## src/rtl/twi_pkg.sv

```systemverilog
package twi_pkg;

    localparam int DIV_W = 12;

    localparam logic [2:0] REG_OWN  = 3'd0;
    localparam logic [2:0] REG_DATA = 3'd1;
    localparam logic [2:0] REG_CTRL = 3'd2;
    localparam logic [2:0] REG_STAT = 3'd3;
    localparam logic [2:0] REG_BAUD = 3'd4;
    localparam logic [2:0] REG_SRST = 3'd5;

    localparam int CB_ACK   = 2;
    localparam int CB_FLAG  = 3;
    localparam int CB_STOP  = 4;
    localparam int CB_START = 5;
    localparam int CB_EN    = 6;
    localparam int CB_IEN   = 7;

    localparam logic [7:0] ST_START  = 8'h08;
    localparam logic [7:0] ST_RSTART = 8'h10;
    localparam logic [7:0] ST_AW_ACK = 8'h18;
    localparam logic [7:0] ST_AW_NAK = 8'h20;
    localparam logic [7:0] ST_DW_ACK = 8'h28;
    localparam logic [7:0] ST_DW_NAK = 8'h30;
    localparam logic [7:0] ST_AR_ACK = 8'h40;
    localparam logic [7:0] ST_AR_NAK = 8'h48;
    localparam logic [7:0] ST_DR_ACK = 8'h50;
    localparam logic [7:0] ST_DR_NAK = 8'h58;
    localparam logic [7:0] ST_IDLE   = 8'hF8;

    typedef enum logic [1:0] {OP_START, OP_STOP, OP_TX, OP_RX} twi_op_e;

    typedef struct packed {
        twi_op_e    op;
        logic [7:0] tx;
        logic       ack_en;
    } twi_cmd_t;

    // Clocks per quarter bit minus one: (m+1) << n, less one.
    function automatic logic [DIV_W-1:0] quarter_load(input logic [6:0] baud);
        logic [DIV_W-1:0] span;
        span = ({{(DIV_W-4){1'b0}}, baud[6:3]} + 1'b1) << baud[2:0];
        return span - 1'b1;
    endfunction

    function automatic logic [7:0] done_code(input twi_op_e op, input logic in_txn,
                                             input logic addr_ph, input logic rd_bit,
                                             input logic acked, input logic ack_en);
        logic [7:0] c;
        case (op)
            OP_START: c = in_txn ? ST_RSTART : ST_START;
            OP_TX: begin
                if (addr_ph && rd_bit)  c = acked ? ST_AR_ACK : ST_AR_NAK;
                else if (addr_ph)       c = acked ? ST_AW_ACK : ST_AW_NAK;
                else                    c = acked ? ST_DW_ACK : ST_DW_NAK;
            end
            OP_RX:   c = ack_en ? ST_DR_ACK : ST_DR_NAK;
            default: c = ST_IDLE;
        endcase
        return c;
    endfunction

endpackage

```

## src/rtl/twi_qtick.sv

```systemverilog
module twi_qtick #(
    parameter int DIV_W = 12
) (
    input  logic             clk,
    input  logic             rst,
    input  logic             run,
    input  logic [DIV_W-1:0] load,
    output logic             tick
);
    logic [DIV_W-1:0] cnt_q;

    assign tick = run && (cnt_q == '0);

    always_ff @(posedge clk) begin
        if (rst || !run)          cnt_q <= load;
        else if (cnt_q == '0)     cnt_q <= load;
        else                      cnt_q <= cnt_q - 1'b1;
    end
endmodule

```

## src/rtl/twi_bitseq.sv

```systemverilog
module twi_bitseq
    import twi_pkg::*;
(
    input  logic       clk,
    input  logic       rst,
    input  logic       clr,
    input  logic       launch,
    input  twi_cmd_t   cmd,
    input  logic       tick,
    input  logic       sda_in,
    output logic       busy,
    output logic       done,
    output logic       acked,
    output logic [7:0] rx_byte,
    output logic       scl_oe,
    output logic       sda_oe
);
    twi_op_e    op_q;
    logic       ack_en_q;
    logic [1:0] phase_q;
    logic [3:0] bit_q;
    logic [7:0] sh_q;
    logic       hold_scl_q, hold_sda_q;

    localparam logic [3:0] ACK_SLOT = 4'd8;

    logic byte_op, last_bit;
    assign byte_op  = (op_q == OP_TX) || (op_q == OP_RX);
    assign last_bit = !byte_op || (bit_q == ACK_SLOT);
    assign done     = busy && tick && (phase_q == 2'd3) && last_bit;
    assign rx_byte  = sh_q;

    // Line drive per operation and quarter.
    always_comb begin
        if (!busy) begin
            scl_oe = hold_scl_q;
            sda_oe = hold_sda_q;
        end else begin
            case (op_q)
                OP_START: begin
                    scl_oe = (phase_q == 2'd0);
                    sda_oe = (phase_q >= 2'd2);
                end
                OP_STOP: begin
                    scl_oe = (phase_q == 2'd0);
                    sda_oe = (phase_q < 2'd2);
                end
                OP_TX: begin
                    scl_oe = (phase_q < 2'd2);
                    sda_oe = (bit_q == ACK_SLOT) ? 1'b0 : !sh_q[7];
                end
                default: begin
                    scl_oe = (phase_q < 2'd2);
                    sda_oe = (bit_q == ACK_SLOT) ? ack_en_q : 1'b0;
                end
            endcase
        end
    end

    always_ff @(posedge clk) begin
        if (rst || clr) begin
            busy       <= 1'b0;
            op_q       <= OP_STOP;
            ack_en_q   <= 1'b0;
            phase_q    <= 2'd0;
            bit_q      <= 4'd0;
            sh_q       <= 8'h00;
            acked      <= 1'b0;
            hold_scl_q <= 1'b0;
            hold_sda_q <= 1'b0;
        end else if (launch && !busy) begin
            busy     <= 1'b1;
            op_q     <= cmd.op;
            ack_en_q <= cmd.ack_en;
            sh_q     <= cmd.tx;
            phase_q  <= 2'd0;
            bit_q    <= 4'd0;
        end else if (busy && tick) begin
            phase_q <= phase_q + 2'd1;
            if (phase_q == 2'd2 && byte_op) begin
                if (bit_q == ACK_SLOT)   acked <= !sda_in;
                else if (op_q == OP_RX)  sh_q  <= {sh_q[6:0], sda_in};
            end
            if (phase_q == 2'd3) begin
                if (last_bit) begin
                    busy       <= 1'b0;
                    hold_scl_q <= (op_q != OP_STOP);
                    hold_sda_q <= sda_oe;
                end else begin
                    bit_q <= bit_q + 4'd1;
                    if (op_q == OP_TX) sh_q <= {sh_q[6:0], 1'b0};
                end
            end
        end
    end
endmodule

```

## src/rtl/twi_master.sv

```systemverilog
module twi_master
    import twi_pkg::*;
#(
    parameter bit         FLAG_W1C = 1'b1,
    parameter logic [7:0] BAUD_RST = 8'h44
) (
    input  logic       clk,
    input  logic       rst,
    input  logic       reg_wr,
    input  logic [2:0] reg_addr,
    input  logic [7:0] reg_wdata,
    output logic [7:0] reg_rdata,
    output logic       irq,
    output logic       scl_oe,
    output logic       sda_oe,
    input  logic       sda_in
);
    logic [7:0] own_q, data_q, baud_q, status_q;
    logic       flag_q, ack_q, en_q, ien_q;
    logic       in_txn_q, addr_ph_q;
    twi_op_e    cur_op_q;
    logic       cur_ack_q, cur_rd_q;

    logic       seq_busy, seq_done, seq_acked, qtick;
    logic [7:0] rx_byte;
    twi_cmd_t   cmd;

    logic srst, wr_ctrl, clears, flag_clear_ev, idle_start, launch;

    assign srst          = reg_wr && (reg_addr == REG_SRST);
    assign wr_ctrl       = reg_wr && (reg_addr == REG_CTRL);
    assign clears        = FLAG_W1C ? reg_wdata[CB_FLAG] : !reg_wdata[CB_FLAG];
    assign flag_clear_ev = wr_ctrl && flag_q && clears;
    assign idle_start    = wr_ctrl && !flag_q && (status_q == ST_IDLE) && reg_wdata[CB_START];
    assign launch        = reg_wdata[CB_EN] && (flag_clear_ev || idle_start) && !seq_busy;

    always_comb begin
        cmd.tx     = data_q;
        cmd.ack_en = reg_wdata[CB_ACK];
        if (reg_wdata[CB_START])                                 cmd.op = OP_START;
        else if (reg_wdata[CB_STOP])                             cmd.op = OP_STOP;
        else if (status_q == ST_AR_ACK || status_q == ST_DR_ACK) cmd.op = OP_RX;
        else                                                     cmd.op = OP_TX;
    end

    twi_qtick #(.DIV_W(DIV_W)) u_tick (
        .clk  (clk),
        .rst  (rst || srst),
        .run  (seq_busy),
        .load (quarter_load(baud_q[6:0])),
        .tick (qtick)
    );

    twi_bitseq u_seq (
        .clk     (clk),
        .rst     (rst),
        .clr     (srst),
        .launch  (launch),
        .cmd     (cmd),
        .tick    (qtick),
        .sda_in  (sda_in),
        .busy    (seq_busy),
        .done    (seq_done),
        .acked   (seq_acked),
        .rx_byte (rx_byte),
        .scl_oe  (scl_oe),
        .sda_oe  (sda_oe)
    );

    always_ff @(posedge clk) begin
        if (rst || srst) begin
            own_q     <= 8'h00;
            data_q    <= 8'h00;
            baud_q    <= BAUD_RST;
            status_q  <= ST_IDLE;
            flag_q    <= 1'b0;
            ack_q     <= 1'b0;
            en_q      <= 1'b0;
            ien_q     <= 1'b0;
            in_txn_q  <= 1'b0;
            addr_ph_q <= 1'b0;
            cur_op_q  <= OP_STOP;
            cur_ack_q <= 1'b0;
            cur_rd_q  <= 1'b0;
        end else begin
            if (reg_wr) begin
                case (reg_addr)
                    REG_OWN:  own_q  <= reg_wdata;
                    REG_DATA: data_q <= reg_wdata;
                    REG_BAUD: baud_q <= reg_wdata;
                    REG_CTRL: begin
                        ack_q <= reg_wdata[CB_ACK];
                        en_q  <= reg_wdata[CB_EN];
                        ien_q <= reg_wdata[CB_IEN];
                    end
                    default: ;
                endcase
            end
            if (flag_clear_ev) flag_q <= 1'b0;
            if (launch) begin
                cur_op_q  <= cmd.op;
                cur_ack_q <= cmd.ack_en;
                cur_rd_q  <= data_q[0];
            end
            if (seq_done) begin
                status_q <= done_code(cur_op_q, in_txn_q, addr_ph_q, cur_rd_q,
                                      seq_acked, cur_ack_q);
                flag_q   <= (cur_op_q != OP_STOP);
                case (cur_op_q)
                    OP_START: begin in_txn_q <= 1'b1; addr_ph_q <= 1'b1; end
                    OP_TX:    addr_ph_q <= 1'b0;
                    OP_RX:    data_q <= rx_byte;
                    default:  begin in_txn_q <= 1'b0; addr_ph_q <= 1'b0; end
                endcase
            end
        end
    end

    assign irq = flag_q && ien_q;

    always_comb begin
        case (reg_addr)
            REG_OWN:  reg_rdata = own_q;
            REG_DATA: reg_rdata = data_q;
            REG_CTRL: reg_rdata = {ien_q, en_q, 2'b00, flag_q, ack_q, 2'b00};
            REG_STAT: reg_rdata = status_q;
            REG_BAUD: reg_rdata = baud_q;
            default:  reg_rdata = 8'h00;
        endcase
    end
endmodule

```

## config.mk

```make
export PLATFORM = sky130hd
export DESIGN_NAME = twi_master
export DESIGN_NICKNAME = d
export VERILOG_FILES = /design/src/rtl/twi_pkg.sv /design/src/rtl/twi_qtick.sv /design/src/rtl/twi_bitseq.sv /design/src/rtl/twi_master.sv
export SDC_FILE = /design/constraint.sdc
export NUM_CORES = 1
export LEC_CHECK = 0
export ABC_AREA = 1
export CAP_MARGIN = 30
export CORE_MARGIN = 2
export CORE_UTILIZATION = 55
export CTS_CLUSTER_SIZE = 28
export DETAILED_ROUTE_END_ITERATION = 12
export GPL_TIMING_DRIVEN = 0
export HOLD_SLACK_MARGIN = 0.05
export PLACE_DENSITY = 0.77
export SETUP_SLACK_MARGIN = 0.1
export SLEW_MARGIN = 5
export SYNTH_ARGS = -nofsm -noshare
export SYNTH_HDL_FRONTEND = slang
export SYNTH_HIERARCHICAL = 1
export SYNTH_SLANG_ARGS = --single-unit
```

## constraint.sdc

```tcl
create_clock -name clk -period 2.4 [get_ports clk]
set_input_delay 0.36 -clock clk [delete_from_list [all_inputs] [get_ports clk]]
set_output_delay 0.36 -clock clk [all_outputs]
set_load 0.02 [all_outputs]
```

==> metrics.md <==
| Metric | Value |
|---|---|
| Synth Flop Type | `dfxtp_1` |
| Worst endpoint required time | `2.04 ns` |
| Pre-CTS WS | `-0.417 ns` |
| HPWL after detailed placement | `8.65 mm` |
| Vias per std cell | `5.52` |
| Fill count | `694` |
| Port Buffers | `25` |
| CTS tree | `done` |
| CP most frequent cell | `nand2_1` |
| WL final | `12.0 mm` |
| FFs w/ async S/R, synth | `0` |
| RSZ-0062 raised after global routing | `yes` |
| Worst vdd ir | `0.313 mV` |
| Vert. Die Dim | `94.8 um` |
| First-pass GRT wire length | `19.7 mm` |
| Mapped Area | `4540 um2` |
| Nets | `753` |
| Final worst slack | `0.119 ns` |
| Maxcap violations | `0` |
| Die ar. | `8990 um2` |
| Vias in the first global route | `4429` |
| Min-delay worst type | `in2reg` |
| CP Class | `in2out` |
| Largest net degree at the start of global routing | `15` |
| Critical Path, Cell by Cell | `clkdlybuf4s50_1 -> inv_2 -> nand2_1 -> nor2_4 -> nand2_1 -> o221ai_1 -> dlygate4sd2_1` |
| Largest family of logic cells by synthesized area | `simple AND/OR/NAND/NOR gates` |
| Starting Density | `0.561` |
| P&R area growth vs syn | `18.4%` |
| Worst clock skew | `0.0153 ns` |
| Worst path top cell family by delay | `buffers and inverters` |
| CTS Sinks | `72` |
| Routed vias | `4626` |
| Critical path's slowest cell | `clkdlybuf4s50_1` |
| Ant. Diodes | `0` |
| Mean post-synth cell area | `6.66 um2` |
| Clock latency on the worst-skew pair | `0.36 ns` |
| Chip width | `94.8 um` |
| Fin crit period | `2.28 ns` |
| H-tree depth | `3` |
| CTS max path bufs | `2` |
| Post-Synth Simple-Gate Area | `0.352` |
| Synth warn | `6` |
| Synthesized flop and latch total | `72` |
| Max incr delay on CP | `0.45 ns` |
| WL/cell | `14.3 um` |
| Tcrit/Tclk final | `0.951` |
| # rows | `33` |
| Status | `finished, final reports clean` |
| Total track usage | `0.279` |
| Routed Antenna Nets | `0` |
| Synth Area in Adders | `0.0276` |
| Number of CTS-inserted buffers | `9` |
| Hold Buf Count CTS | `0` |
| Fmax | `0.438 GHz` |
| Reg2reg setup slack | `0.29 ns` |
| CP Buf/Inv Count | `3` |
| Mux contribution to synthesized area | `0` |
| Hold Fails Final Rpt | `0` |
| Max FO, Critical Path | `10` |
| Remaining global-route overflow | `0` |
| Number of synthesized flops with an enable pin | `0` |
| Initial antenna violation count | `0` |
| Clock transition at path regs | `0.09 ns` |
| Top cells by area, synth | `dfxtp_1 32%, nand2_1 15%, inv_1 7.3%` |
| Final setup viols | `0` |
| Power Density | `538 nW/um2` |
| Routability cong. | `0.937` |
| Iteration-0 DRC Markers | `344` |
| 1st-pass router iterations | `6` |
| Share of cells above drive strength 1 | `0.186` |
| Setup crit start kind | `input pin` |
| Yosys top cell area share | `0.318` |
| Xor and xnor fraction of the mapped netlist area | `0.0193` |
| Area leader, netlist | `dfxtp_1` |
| Syn Nets | `706` |
| Sequential share of the synthesized area | `0.318` |
| Drc violations | `0` |
| Rel. slew slack | `0.680` |
| Crit path DAT | `1.92 ns` |
| Root Driver | `clkbuf_8` |
| Pins Over Slew Limit | `0` |
| Worst slew pin tran | `0.480 ns` |
| P_leak | `2.46 nW` |
| Worst Setup End Kind | `primary output` |
| Core box area | `8090 um2` |
| Compound-Gate Fraction of Synth Area | `0.172` |
| Post-synth cell types | `45` |
| I/O pin count | `26` |
| Syn Inst Count | `681` |
| Final core utilization | `0.664` |
-- layer usage --
metal	global-route usage	share of wire	vias to the layer above	wire, um
li1	-	-	2299	-
met1	0.342	0.45	2129	5350
met2	0.489	0.48	171	5750
met3	0.0495	0.057	27	688
met4	0.100	0.017	0	204
met5	0	0	-	0
-- what timing repair did --
action,in CTS,in global routing
buffers inserted,3,8
resized for setup,36,27
pin swaps,3,10
endpoints found under the setup margin,24,44
-- registers in the layout, indices dropped and copies added, names as in the netlist, 2 cells and up --
register and flops:
u_tick/cnt_q 12, baud_q 8, data_q 8, own_q 8
u_seq/rx_byte 8, status_q 5, u_seq/bit_q 4, cur_op_q 2
u_seq/op_q 2, u_seq/phase_q 2
-- final timing paths --
| path | from | to | cells past startpoint |
|---|---|---|---|
| setup / recovery | reg_addr[2] | reg_rdata[1] | 7 |
| hold / removal | reg_wr | own_q[7]$_SDFFE_PP0P_ | 3 |
| setup reg to reg | u_tick/cnt_q[0]$_DFF_P_ | data_q[5]$_SDFF_PP0_ | 17 |
| hold reg to reg | own_q[4]$_SDFFE_PP0P_ | own_q[4]$_SDFFE_PP0P_ | 2 |
-- cells in the final DEF, fill, tap and decap left out, types with 9 or more instances in the layout --
cell type	n
nand2_2	13
nor2_4	12
nand3_2	11
dfxtp_1	69
clkbuf_8	9
clkdlybuf4s50_1	12
o211ai_1	12
o21ai_1	10
nand3_1	45
ha_1	9
a21oi_1	48
o21ai_0	39
inv_2	16
buf_4	15
nor2_2	11
nor2_1	40
inv_1	83
nand2_1	173
-- synth_stat cells, types with 4 or more instances --
cell type / instances
a211oi_1: 4
a21oi_1: 48
a221oi_1: 4
buf_2: 7
buf_4: 4
dfxtp_1: 72
ha_1: 10
inv_1: 88
inv_2: 14
nand2_1: 177
nand2_2: 12
nand3_1: 47
nand3_2: 9
nand4_1: 4
nor2_1: 42
nor2_2: 14
nor2_4: 7
nor3_1: 6
o211ai_1: 12
o21ai_0: 39
o21ai_1: 10
o21ai_2: 5
o22ai_1: 5
xnor2_1: 4
xor2_1: 6
-- layout make-up --
cell class	count	area [um2]	share of cell area
Buffer	16	128	0.0238
Clock buffer	9	124	0.0231
Clock inverter	7	125	0.0233
Inverter	105	404	0.0752
Multi-Input combinational cell	488	2690	0.500
Sequential cell	72	1450	0.270
Tap cell	105	131	0.0245
Timing Repair Buffer	36	322	0.0599
-- worst reg2reg max path: stages, from the launching register on --
cell	delay (ns)
dfxtp_4	0.36
inv_6	0.07
ha_4	0.14
nand3_2	0.09
nor2_4	0.11
nand2_4	0.08
nor2_4	0.12
nand2_4	0.07
nor2_4	0.12
nand2_4	0.09
inv_4	0.07
buf_8	0.10
inv_4	0.05
nor2_4	0.11
inv_2	0.07
buf_6	0.14
o211ai_1	0.17
inv_1	0.06
-- stage by stage --
step           setup TNS, ns  total power [mW]  hold slack, ns  area (um2)  cells
2_1_floorplan              0              1.57           0.424        4540    681
3_3_place_gp           -8.34              1.68           0.432        4920    811
3_5_place_dp          -10.37              1.69           0.438        4920    811
4_1_cts                    0              2.88           0.450        5240    830
5_1_grt                    0              3.00           0.419        5370    838
6_report                   0              2.89           0.420        5370    838
-- report_power, final --
part           switching, mW  total (mW)  internal, mW
Sequential            0.0379        1.27          1.23
Clock                  0.512        1.22         0.703
Combinational          0.256       0.401         0.144
-- kinds of logic (layout without fill, tap and decap cells) --
| group | Yosys count | count (layout) |
|---|---|---|
| adders and majority gates | 10 | 10 |
| buffers and inverters | 121 | 173 |
| DFF | 72 | 72 |
| and+or+nand+nor | 333 | 333 |
| AOI/OAI and AO/OA | 135 | 135 |
| xor gates and xnor gates | 10 | 10 |
(Power assumes the default switching activity.)
